===== src/rtl/map_unlock_pkg.sv =====
package map_unlock_pkg;

  localparam int KEY_W = 12;

  localparam logic [KEY_W-1:0] OFS_LO = 12'h555;
  localparam logic [KEY_W-1:0] OFS_HI = 12'hAAA;

  localparam logic [7:0] KEY_FIRST  = 8'hAA;
  localparam logic [7:0] KEY_SECOND = 8'h55;
  localparam logic [7:0] KEY_THIRD  = 8'hA0;
  localparam logic [7:0] CMD_WINDOW = 8'hD0;
  localparam logic [7:0] CMD_MEMMAP = 8'hE0;

  typedef enum logic [2:0] {
    ST_IDLE,
    ST_K1,
    ST_K2,
    ST_K3,
    ST_CMD,
    ST_DATA,
    ST_WAIT
  } seqState_t;

  typedef struct packed {
    logic selLoad;
    logic selTarget;
    logic commit;
  } seqStrobe_t;

endpackage


===== src/rtl/map_unlock_ctrl.sv =====
module map_unlock_ctrl
  import map_unlock_pkg::*;
#(
  parameter int ADDR_W = 16
) (
  input  logic              clk,
  input  logic              rstN,
  input  logic              wrStb,
  input  logic [ADDR_W-1:0] addr,
  input  logic [7:0]        wdata,
  input  logic              delayDone,
  output seqStrobe_t        strb
);

  seqState_t state;
  seqState_t stateNext;
  logic [KEY_W-1:0] keyOfs;
  logic isRestart;
  logic hitK2;
  logic hitK3;
  logic hitK4;
  logic hitCmdWin;
  logic hitCmdMem;

  assign keyOfs    = addr[KEY_W-1:0];
  assign isRestart = wrStb && (keyOfs == OFS_LO) && (wdata == KEY_FIRST);
  assign hitK2     = wrStb && (keyOfs == OFS_HI) && (wdata == KEY_SECOND);
  assign hitK3     = wrStb && (keyOfs == OFS_LO) && (wdata == KEY_THIRD);
  assign hitK4     = isRestart;
  assign hitCmdWin = wrStb && (keyOfs == OFS_LO) && (wdata == CMD_WINDOW);
  assign hitCmdMem = wrStb && (keyOfs == OFS_LO) && (wdata == CMD_MEMMAP);

  always_comb begin
    stateNext = state;
    strb      = '0;
    unique case (state)
      ST_IDLE: begin
        if (isRestart) stateNext = ST_K1;
      end
      ST_K1: begin
        if (hitK2)          stateNext = ST_K2;
        else if (isRestart) stateNext = ST_K1;
        else if (wrStb)     stateNext = ST_IDLE;
      end
      ST_K2: begin
        if (hitK3)          stateNext = ST_K3;
        else if (isRestart) stateNext = ST_K1;
        else if (wrStb)     stateNext = ST_IDLE;
      end
      ST_K3: begin
        if (hitK4)      stateNext = ST_CMD;
        else if (wrStb) stateNext = ST_IDLE;
      end
      ST_CMD: begin
        if (hitCmdWin || hitCmdMem) begin
          stateNext      = ST_DATA;
          strb.selLoad   = 1'b1;
          strb.selTarget = hitCmdMem;
        end else if (isRestart) begin
          stateNext = ST_K1;
        end else if (wrStb) begin
          stateNext = ST_IDLE;
        end
      end
      ST_DATA: begin
        if (wrStb) begin
          stateNext   = ST_WAIT;
          strb.commit = 1'b1;
        end
      end
      ST_WAIT: begin
        if (delayDone) stateNext = ST_IDLE;
      end
      default: stateNext = ST_IDLE;
    endcase
  end

  always_ff @(posedge clk or negedge rstN) begin
    if (!rstN) state <= ST_IDLE;
    else       state <= stateNext;
  end

  AST_IDLE_CYCLE_NO_MOVE: assert property (@(posedge clk) disable iff (!rstN)
    (!wrStb && state != ST_WAIT) |=> $stable(state));

  AST_WAIT_HOLDS: assert property (@(posedge clk) disable iff (!rstN)
    (state == ST_WAIT && !delayDone) |=> (state == ST_WAIT));

  AST_DATA_TO_WAIT: assert property (@(posedge clk) disable iff (!rstN)
    (state == ST_DATA && wrStb) |=> (state == ST_WAIT));

endmodule


===== src/rtl/map_unlock_dp.sv =====
module map_unlock_dp
  import map_unlock_pkg::*;
#(
  parameter int WC_DELAY = 1000
) (
  input  logic       clk,
  input  logic       rstN,
  input  seqStrobe_t strb,
  input  logic [7:0] wdata,
  output logic       delayDone,
  output logic       regWrEn,
  output logic       regSel,
  output logic [7:0] regVal,
  output logic       busy
);

  localparam int CNT_W = (WC_DELAY < 2) ? 1 : $clog2(WC_DELAY);
  localparam logic [CNT_W-1:0] CNT_LOAD = CNT_W'(WC_DELAY - 1);

  logic             pendSel;
  logic [CNT_W-1:0] cnt;

  always_ff @(posedge clk or negedge rstN) begin
    if (!rstN) begin
      regWrEn <= 1'b0;
      regSel  <= 1'b0;
      regVal  <= '0;
      pendSel <= 1'b0;
      busy    <= 1'b0;
      cnt     <= '0;
    end else begin
      regWrEn <= strb.commit;
      if (strb.selLoad) pendSel <= strb.selTarget;
      if (strb.commit) begin
        regVal <= wdata;
        regSel <= pendSel;
        busy   <= 1'b1;
        cnt    <= CNT_LOAD;
      end else if (busy) begin
        if (cnt == '0) busy <= 1'b0;
        else           cnt  <= cnt - 1'b1;
      end
    end
  end

  assign delayDone = busy && (cnt == '0);

  AST_WREN_ONE_CYCLE: assert property (@(posedge clk) disable iff (!rstN)
    regWrEn |=> !regWrEn);

  AST_WREN_STARTS_BUSY: assert property (@(posedge clk) disable iff (!rstN)
    regWrEn |-> (busy && cnt == CNT_LOAD));

  AST_VALUE_HOLD: assert property (@(posedge clk) disable iff (!rstN)
    !regWrEn |-> ($stable(regVal) && $stable(regSel)));

  AST_BUSY_RUNS: assert property (@(posedge clk) disable iff (!rstN)
    (busy && cnt != '0) |=> busy);

endmodule


===== src/rtl/map_unlock_seq.sv =====
module map_unlock_seq
  import map_unlock_pkg::*;
#(
  parameter int ADDR_W   = 16,
  parameter int WC_DELAY = 1000
) (
  input  logic              clk,
  input  logic              rstN,
  input  logic              wrStb,
  input  logic [ADDR_W-1:0] addr,
  input  logic [7:0]        wdata,
  output logic              regWrEn,
  output logic              regSel,
  output logic [7:0]        regVal,
  output logic              busy
);

  seqStrobe_t strb;
  logic       delayDone;

  initial begin
    assert (ADDR_W >= KEY_W);
    assert (WC_DELAY >= 1);
  end

  map_unlock_ctrl #(.ADDR_W(ADDR_W)) u_ctrl (
    .clk       (clk),
    .rstN      (rstN),
    .wrStb     (wrStb),
    .addr      (addr),
    .wdata     (wdata),
    .delayDone (delayDone),
    .strb      (strb)
  );

  map_unlock_dp #(.WC_DELAY(WC_DELAY)) u_dp (
    .clk       (clk),
    .rstN      (rstN),
    .strb      (strb),
    .wdata     (wdata),
    .delayDone (delayDone),
    .regWrEn   (regWrEn),
    .regSel    (regSel),
    .regVal    (regVal),
    .busy      (busy)
  );

endmodule


===== config.mk =====
export PLATFORM = sky130hd
export DESIGN_NAME = map_unlock_seq
export DESIGN_NICKNAME = d
export VERILOG_FILES = /design/src/rtl/map_unlock_pkg.sv /design/src/rtl/map_unlock_ctrl.sv /design/src/rtl/map_unlock_dp.sv /design/src/rtl/map_unlock_seq.sv
export SDC_FILE = /design/constraint.sdc
export NUM_CORES = 1
export LEC_CHECK = 0
export ABC_AREA = 0
export BUFFER_PORTS_ARGS = -buffer_cell sky130_fd_sc_hd__buf_4
export CAP_MARGIN = 20
export CORE_MARGIN = 3
export CORE_UTILIZATION = 55
export CTS_BUF_LIST = sky130_fd_sc_hd__clkbuf_16
export CTS_CLUSTER_SIZE = 10
export DETAILED_ROUTE_END_ITERATION = 12
export GPL_TIMING_DRIVEN = 0
export PLACE_DENSITY = 0.91
export SLEW_MARGIN = 20
export SYNTH_ARGS = -nofsm -noshare
export SYNTH_HDL_FRONTEND = slang
export SYNTH_SLANG_ARGS = --single-unit

===== constraint.sdc =====
create_clock -name clk -period 3 [get_ports clk]
set_input_delay 0 -clock clk [delete_from_list [all_inputs] [get_ports clk]]
set_output_delay 0 -clock clk [all_outputs]
set_load 0.03 [all_outputs]

==> results of run 1 <==
[through the flow]
stage	instance area (µm²)	utilization	power, W
floorplan	1410	-	0.000721
CTS	1820	0.787	0.00115
finish	1820	0.787	0.00115
global route	1820	0.787	0.00122
global placement	1670	0.722	0.000825
detailed placement	1670	0.722	0.000852
[worst min-delay path by stage]
stage	endpoint	cells after the start	slack, ns	start
after floorplan	u_ctrl.state[0]$_DFFE_PN0P_	0	-0.30	rstN
after global placement	u_dp.cnt[1]$_DFFE_PN0P_	1	-0.09	rstN
after detailed placement	u_dp.cnt[7]$_DFFE_PN0P_	1	-0.08	rstN
after CTS	u_dp.regVal[3]$_DFFE_PN0P_	3	0.11	wdata[3]
after global routing	u_dp.regVal[1]$_DFFE_PN0P_	3	0.14	wdata[1]
final	u_dp.regVal[3]$_DFFE_PN0P_	3	0.11	wdata[3]
[worst min-delay path: cells and delay by family]
| family | cells | cell delay, ns |
|---|---|---|
| buffers and inverters | 1 | 0.18 |
| AND/OR/NAND/NOR | 2 | 0.15 |
[report_power, final]
part,internal [W],switching (W),total (W),leakage [nW]
Clock,0.000179,0.000113,0.000292,0.0409
Combinational,0.000168,0.000218,0.000386,0.450
Sequential,0.000417,0.0000576,0.000474,0.311
[flip-flops by register name, indices dropped and copies added, names as in the netlist]
signal	cells
u_dp.cnt	10
u_dp.regWrEn	1
u_ctrl.state	3
u_dp.regSel	1
u_dp.busy	1
u_dp.pendSel	1
u_dp.regVal	8
[Yosys cell counts, types with 2 or more instances]
| master | count | area, µm² |
|---|---|---|
| a211oi_1 | 2 | 15.0 |
| clkbuf_1 | 7 | 26.3 |
| nor4bb_1 | 5 | 50.1 |
| nand2b_1 | 3 | 18.8 |
| o31ai_1 | 3 | 22.5 |
| nor4b_1 | 2 | 17.5 |
| xnor2_1 | 6 | 52.6 |
| a21oi_1 | 2 | 10.0 |
| nand4_1 | 2 | 12.5 |
| or4_1 | 3 | 22.5 |
| or3_1 | 2 | 12.5 |
| nor3b_1 | 2 | 15.0 |
| nor2_1 | 9 | 33.8 |
| o41ai_1 | 2 | 17.5 |
| nand3_1 | 7 | 35.0 |
| nor3_1 | 6 | 30.0 |
| inv_1 | 5 | 18.8 |
| dfrtp_1 | 25 | 626 |
| nand2_1 | 42 | 158 |
| o21bai_1 | 2 | 15.0 |
| o21ai_0 | 2 | 10.0 |
| nor4_1 | 4 | 25.0 |
| xor2_1 | 4 | 35.0 |
| nand4b_1 | 2 | 17.5 |
[cells by family after synthesis]
| family | share of synthesized area |
|---|---|
| compound gates | 0.105 |
| buf+inv | 0.0383 |
| fa+ha+maj | 0.00890 |
| simple gates | 0.341 |
| flops | 0.445 |
| xor+xnor | 0.0623 |
[routing by layer]
layer | up-vias | share of wire | track usage
met1 | 659 | 0.39 | 0.323
met2 | 71 | 0.52 | 0.437
met3 | 8 | 0.070 | 0.0322
met4 | 0 | 0.021 | 0.112
li1 | 657 | - | -
met5 | - | 0 | 0
[cell type report]
cell class	count	area (µm²)	area share
Clock buffer	3	75.1	0.0412
Multi-Input combinational cell	124	727	0.398
Sequential cell	25	626	0.343
Inverter	5	18.8	0.0103
Buffer	9	35.0	0.0192
Tap cell	28	35.0	0.0192
Clock inverter	1	5.00	0.00274
Timing Repair Buffer	38	303	0.166
==> key figures, run 1 <==
Status
  – Status: complete, no violations

Logic synthesis
  – Synth unique cells: 38
  – Post-synth EDFFs: 0
  – Sequential share of the synthesized area: 0.445
  – #FFs+latches synth: 25
  – Top_reg_cell synth: dfrtp_1
  – Syn nets: 191
  – Synth async-reset ratio: 1.00
  – Cell Area, Synth: 1410 µm²
  – Mapped Cells: 163
  – Ys Warns: 0
  – Syn avg cell area: 8.63 µm²

Worst setup path
  – Setup crit start: wdata[2]
  – CP Launch Type: input port
  – Critical path depth: 7
  – Crit-path max FO: 4
  – Reg2reg setup slack: 0.93 ns
  – Worst EP arrival: 2.37 ns
  – CP endpoint kind: flop
  – Critical path class: input port to flop
  – Crit path capture: u_ctrl.state[0]$_DFFE_PN0P_
  – Top cell family by delay on the critical path: compound AO/OA/AOI/OAI gates
  – FF-to-FF path depth: 6
  – R2r startpoint: u_dp.cnt[2]$_DFFE_PN0P_
  – CP peak stage delay: 0.63 ns
  – Req. time, crit path: 3.16 ns
  – Worst reg2reg path endpoint: u_dp.cnt[5]$_DFFE_PN0P_
  – CP bufs+invs: 2
  – CP Cell Sequence: dlygate4sd3_1 -> buf_4 -> nor4bb_1 -> nand3_1 -> o41ai_1 -> o21bai_1 -> a211oi_1
  – Slowest CP cell: o41ai_1

Global routing
  – Number of global-route vias before repair: 1375
  – Overflow left after global routing: 0
  – Initial antenna violation count: 0
  – First-pass GRT wire length: 6.44 mm
  – GR Util All Layers: 0.257
  – Largest net degree at the start of global routing: 26

Cells and area
  – Highest-count cells in the layout ignoring fill and taps: nand2_1, buf_4, dfrtp_1
  – Fillers: 155
  – Share of post-route cells with drive strength above 1: 0.190
  – Ant. Diodes: 0
  – Commonest non-fill, non-tap cell in the layout: nand2_1
  – Syn-to-layout area delta: 29.7%
  – Fin cells: 233
  – Final net count: 234

Place
  – Dpl hpwl: 2.60 mm
  – Pre-CTS setup slack: 0.979 ns
  – IO Port Bufs: 31
  – Placed Cells: 222
  – Placer Congestion: 0.940

Drt
  – DRT Pass-1 Iters: 4
  – 1st-iter DRT viols: 102
  – Vias: 1395
  – Vias per inst: 5.99
  – Routed wire length: 3.75 mm
  – Wirelength per Cell: 16.1 µm
  – Number of remaining DRC errors: 0
  – Routed Antenna Nets: 0

CTS
  – H-tree depth: 1
  – CTS tree: done
  – Sink Count: 25
  – Worst-path clk slew: 0.06 ns
  – Root Buffer: clkbuf_16
  – Resize count post-CTS: 0
  – Hold-fix buffers at CTS: 7
  – Clk buf depth: 2
  – Total CTS buffers: 3
  – Postcts setup bufs: 0
  – Clk_lat worst skew: 0.25 ns

STA
  – Setup tns final: 0 ns
  – Post-layout min period: 2.21 ns
  – Max Fclk: 0.453 GHz
  – Setup ws final: 0.794 ns
  – Final Hold Viols: 0
  – Final hold slack: 0.115 ns
  – Clock Skew: 0.00193 ns
  – Final Cycle Share: 0.735
  – Slew Viols, Final: 0
  – RSZ-0062 raised after global routing: false
  – Setup violations, final: 0
  – Slew HR: 0.624
  – Worst Max-Slew Pin Slew: 0.556 ns

Floorplanning
  – Initial Utilization: 0.607
  – Die H: 56.6 µm
  – Num rows: 17
  – Full die area: 3200 µm²
  – Core box area: 2320 µm²
  – Die X: 56.6 µm
  – I/O Pins: 38

Power
  – Leak pwr: 0.802 nW
  – Worst VDD drop: 0.627 mV
  – Power density over the cells: 632 nW/µm²

Flow run
  – Max-cap viol count: 0

Hold path
  – Worst min-delay path category: input port to flop
No activity file was read; power rests on OpenSTA's default activity.
==> inputs of run 2 (changes only) <==
--- a/config.mk
+++ b/config.mk
@@ -9,12 +9,12 @@
 export BUFFER_PORTS_ARGS = -buffer_cell sky130_fd_sc_hd__buf_4
 export CAP_MARGIN = 20
 export CORE_MARGIN = 3
-export CORE_UTILIZATION = 55
+export CORE_UTILIZATION = 51
 export CTS_BUF_LIST = sky130_fd_sc_hd__clkbuf_16
 export CTS_CLUSTER_SIZE = 10
 export DETAILED_ROUTE_END_ITERATION = 12
 export GPL_TIMING_DRIVEN = 0
-export PLACE_DENSITY = 0.91
+export PLACE_DENSITY = 0.86
 export SLEW_MARGIN = 20
 export SYNTH_ARGS = -nofsm -noshare
 export SYNTH_HDL_FRONTEND = slang
==> constraint.sdc (replaced) <==
create_clock -name clk -period 2.2 [get_ports clk]
set_input_delay 0 -clock clk [delete_from_list [all_inputs] [get_ports clk]]
set_output_delay 0 -clock clk [all_outputs]
set_load 0.03 [all_outputs]
==> run 2 against run 1 <==
  * Final area is 0.55% higher
  * Count of clock-buffer cells in the layout stayed put
  * Non-clock buffer count is 2 lower
  * Via count is 1.8% higher
  * Final cell count is 0.43% higher
  * Die area is 7.0% higher
  * First-iteration DRC count is 31% lower
==> key figures, run 2 (same netlist as run 1, synthesis figures left out) <==
STA
  – Setup violations, final: 0 (unchanged)
  – RSZ-0062 raised after global routing: false (unchanged)
  – Final Hold Viols: 0 (unchanged)
  – Post-layout min period: 2.03 ns
  – Setup tns final: 0 ns (unchanged)
  – Final hold slack: 0.00909 ns (was 0.115 ns)
  – Slew Viols, Final: 0 (unchanged)
  – Slew HR: 0.687 (was 0.624)
  – Final Cycle Share: 0.922
  – Worst Max-Slew Pin Slew: 0.470 ns (was 0.556 ns)
  – Clock Skew: 0.00549 ns (was 0.00193 ns)
  – Setup ws final: 0.173 ns (was 0.794 ns)
  – Max Fclk: 0.493 GHz

Hold path
  – Hold depth: 3 (unchanged)
  – Worst min-delay path category: input port to flop (unchanged)

Global routing
  – First-pass GRT wire length: 6.04 mm (was 6.44 mm)
  – Number of global-route vias before repair: 1358 (was 1375)
  – GR Util All Layers: 0.232 (was 0.257)
  – Overflow left after global routing: 0 (unchanged)
  – Initial antenna violation count: 0 (unchanged)
  – Largest net degree at the start of global routing: 26 (unchanged)

Power
  – P_int: 0.00104 W (was 0.000764 W)
  – Net switching power: 0.000546 W (was 0.000389 W)
  – Clock group share of total power: 0.255 (was 0.254)
  – Worst VDD drop: 0.659 mV (was 0.627 mV)
  – Sequential power share: 0.408 (was 0.411)
  – Logic gate share of total power: 0.337 (was 0.335)
  – Leak pwr: 0.798 nW (was 0.802 nW)
  – Power density over the cells: 866 nW/µm² (was 632 nW/µm²)
  – Switching Share: 0.343 (was 0.337)

CTS
  – Worst-path clk slew: 0.06 ns (about the same)
  – Sink Count: 25 (unchanged)
  – Root Buffer: clkbuf_16 (unchanged)
  – Total CTS buffers: 3 (unchanged)
  – Clk_lat worst skew: 0.26 ns (was 0.25 ns)
  – H-tree depth: 1 (unchanged)
  – CTS tree: done (unchanged)
  – Clk buf depth: 2 (unchanged)

Cells and area
  – Multi-input logic area: 746 µm² (was 727 µm²)
  – Top Registers: u_dp.cnt (10), u_dp.regVal (8), u_ctrl.state (3) (unchanged)
  – Highest-count cells in the layout ignoring fill and taps: nand2_1, buf_4, dfrtp_1 (unchanged)
  – Commonest non-fill, non-tap cell in the layout: nand2_1 (unchanged)
  – Max reg flops: 10 (unchanged)
  – Final net count: 232 (was 234)
  – Largest register by flop count: u_dp.cnt (unchanged)
  – Syn-to-layout area delta: 30.4% (was 29.7%)
  – Share of post-route cells with drive strength above 1: 0.207 (was 0.190)
  – Fillers: 193 (was 155)
  – Register area: 626 µm² (unchanged)
  – Final instance area: 1830 µm² (was 1820 µm²)

Worst setup path
  – CP Launch Type: input port (unchanged)
  – Top cell family by delay on the critical path: compound AO/OA/AOI/OAI gates (unchanged)
  – CP Cell Sequence: dlygate4sd3_1 -> buf_4 -> nor4bb_1 -> nand3_1 -> o41ai_2 -> o21bai_1 -> a211oi_1 (was dlygate4sd3_1 -> buf_4 -> nor4bb_1 -> nand3_1 -> o41ai_1 -> o21bai_1 -> a211oi_1)
  – Reg2reg setup slack: 0.18 ns (was 0.93 ns)
  – Critical path depth: 7 (unchanged)
  – CP peak stage delay: 0.55 ns (was 0.63 ns)
  – Worst EP arrival: 2.20 ns (was 2.37 ns)
  – CP bufs+invs: 2 (unchanged)
  – Req. time, crit path: 2.37 ns (was 3.16 ns)
  – FF-to-FF path depth: 5 (was 6)
  – Critical path class: input port to flop (unchanged)
  – Crit-path max FO: 4 (unchanged)
  – CP endpoint kind: flop (unchanged)
  – Slowest CP cell: dlygate4sd3_1 (was o41ai_1)

Floorplanning
  – Die H: 58.5 µm (was 56.6 µm)
  – Die X: 58.5 µm (was 56.6 µm)
  – I/O Pins: 38 (unchanged)
  – Num rows: 18 (was 17)
  – Core box area: 2540 µm² (was 2320 µm²)
  – Full die area: 3420 µm² (was 3200 µm²)
  – Initial Utilization: 0.553 (was 0.607)

Place
  – Dpl hpwl: 2.54 mm (was 2.60 mm)
  – Placed Area: 1680 µm² (was 1670 µm²)
  – IO Port Bufs: 31 (unchanged)
  – Placer Congestion: 0.837 (was 0.940)
  – Pre-CTS setup slack: 0.155 ns (was 0.979 ns)

Drt
  – Routed wire length: 3.87 mm (was 3.75 mm)
  – Vias: 1420 (was 1395)
  – Routed Antenna Nets: 0 (unchanged)
  – 1st-iter DRT viols: 70 (was 102)
  – Vias per inst: 6.07 (was 5.99)
  – DRT Pass-1 Iters: 5 (was 4)
  – Wirelength per Cell: 16.5 µm (was 16.1 µm)
  – Number of remaining DRC errors: 0 (unchanged)

Status
  – Status: complete, no violations (unchanged)

Flow run
  – Max-cap viol count: 0 (unchanged)
## run 2: changes by cell type in the layout (fill, tap and decap cells not counted), sizes merged
cell         previous run  this run
clkbuf                 10         9
dlygate4sd3             7         6
diode                   0         1
## run 2: cell type report
type,instances,area share
Clock inverter,1,0.00273
Tap cell,30,0.0205
Clock buffer,3,0.0409
Antenna cell,1,0.00136
Sequential cell,25,0.341
Inverter,5,0.0102
Multi-Input combinational cell,124,0.407
Timing Repair Buffer,37,0.160
Buffer,8,0.0171
## run 2: final timing paths
kind                                            startpoint                          end
worst max-delay path                              wdata[7]  u_ctrl.state[0]$_DFFE_PN0P_
worst min-delay path                              wdata[5]   u_dp.regVal[5]$_DFFE_PN0P_
worst max register to register     u_dp.cnt[3]$_DFFE_PN0P_      u_dp.cnt[9]$_DFFE_PN0P_
worst min register to register  u_dp.regVal[0]$_DFFE_PN0P_   u_dp.regVal[0]$_DFFE_PN0P_
max in group asynchronous                             rstN  u_ctrl.state[0]$_DFFE_PN0P_
min in group asynchronous                             rstN   u_dp.regVal[0]$_DFFE_PN0P_
## run 2: what timing repair did
item | in CTS | in global routing
buffers inserted | 0 | 0
setup endpoints to repair | 0 | 11
endpoints found under the hold margin | 30 | 0
gates resized for setup | 0 | 3
hold buffers | 6 | 0
## run 2: layer usage
metal / vias up / track usage / wire length (µm) / part of all wire
li1: 656 / - / - / -
met1: 667 / 0.281 / 1490 / 0.39
met2: 80 / 0.392 / 1930 / 0.50
met3: 17 / 0.0351 / 290 / 0.075
met4: 0 / 0.132 / 154 / 0.040
met5: - / 0 / 0 / 0
## run 2: through the flow
stage                     instances  power, W  utilization
after floorplan                 163  0.000984            -
after global placement          224   0.00112        0.659
after detailed placement        224   0.00116        0.659
after CTS                       234   0.00158        0.714
after global routing            233   0.00167        0.720
final                           234   0.00159        0.721
## run 2: worst reg2reg max path: cells and delay by family (launching register included)
family / cells / cell delay, ns
buffers and inverters: 1 / 0.17
flip-flops: 1 / 0.41
AND/OR/NAND/NOR: 4 / 1.36
## run 2: power groups by stage
stage / clock (W) / sequential [W] / combinational [W]
finish: 0.000405 / 0.000648 / 0.000535
global route: 0.000418 / 0.000662 / 0.000589
floorplan: 0 / 0.000699 / 0.000284
detailed placement: 0 / 0.000651 / 0.000506
CTS: 0.000408 / 0.000646 / 0.000521
global placement: 0 / 0.000642 / 0.000482
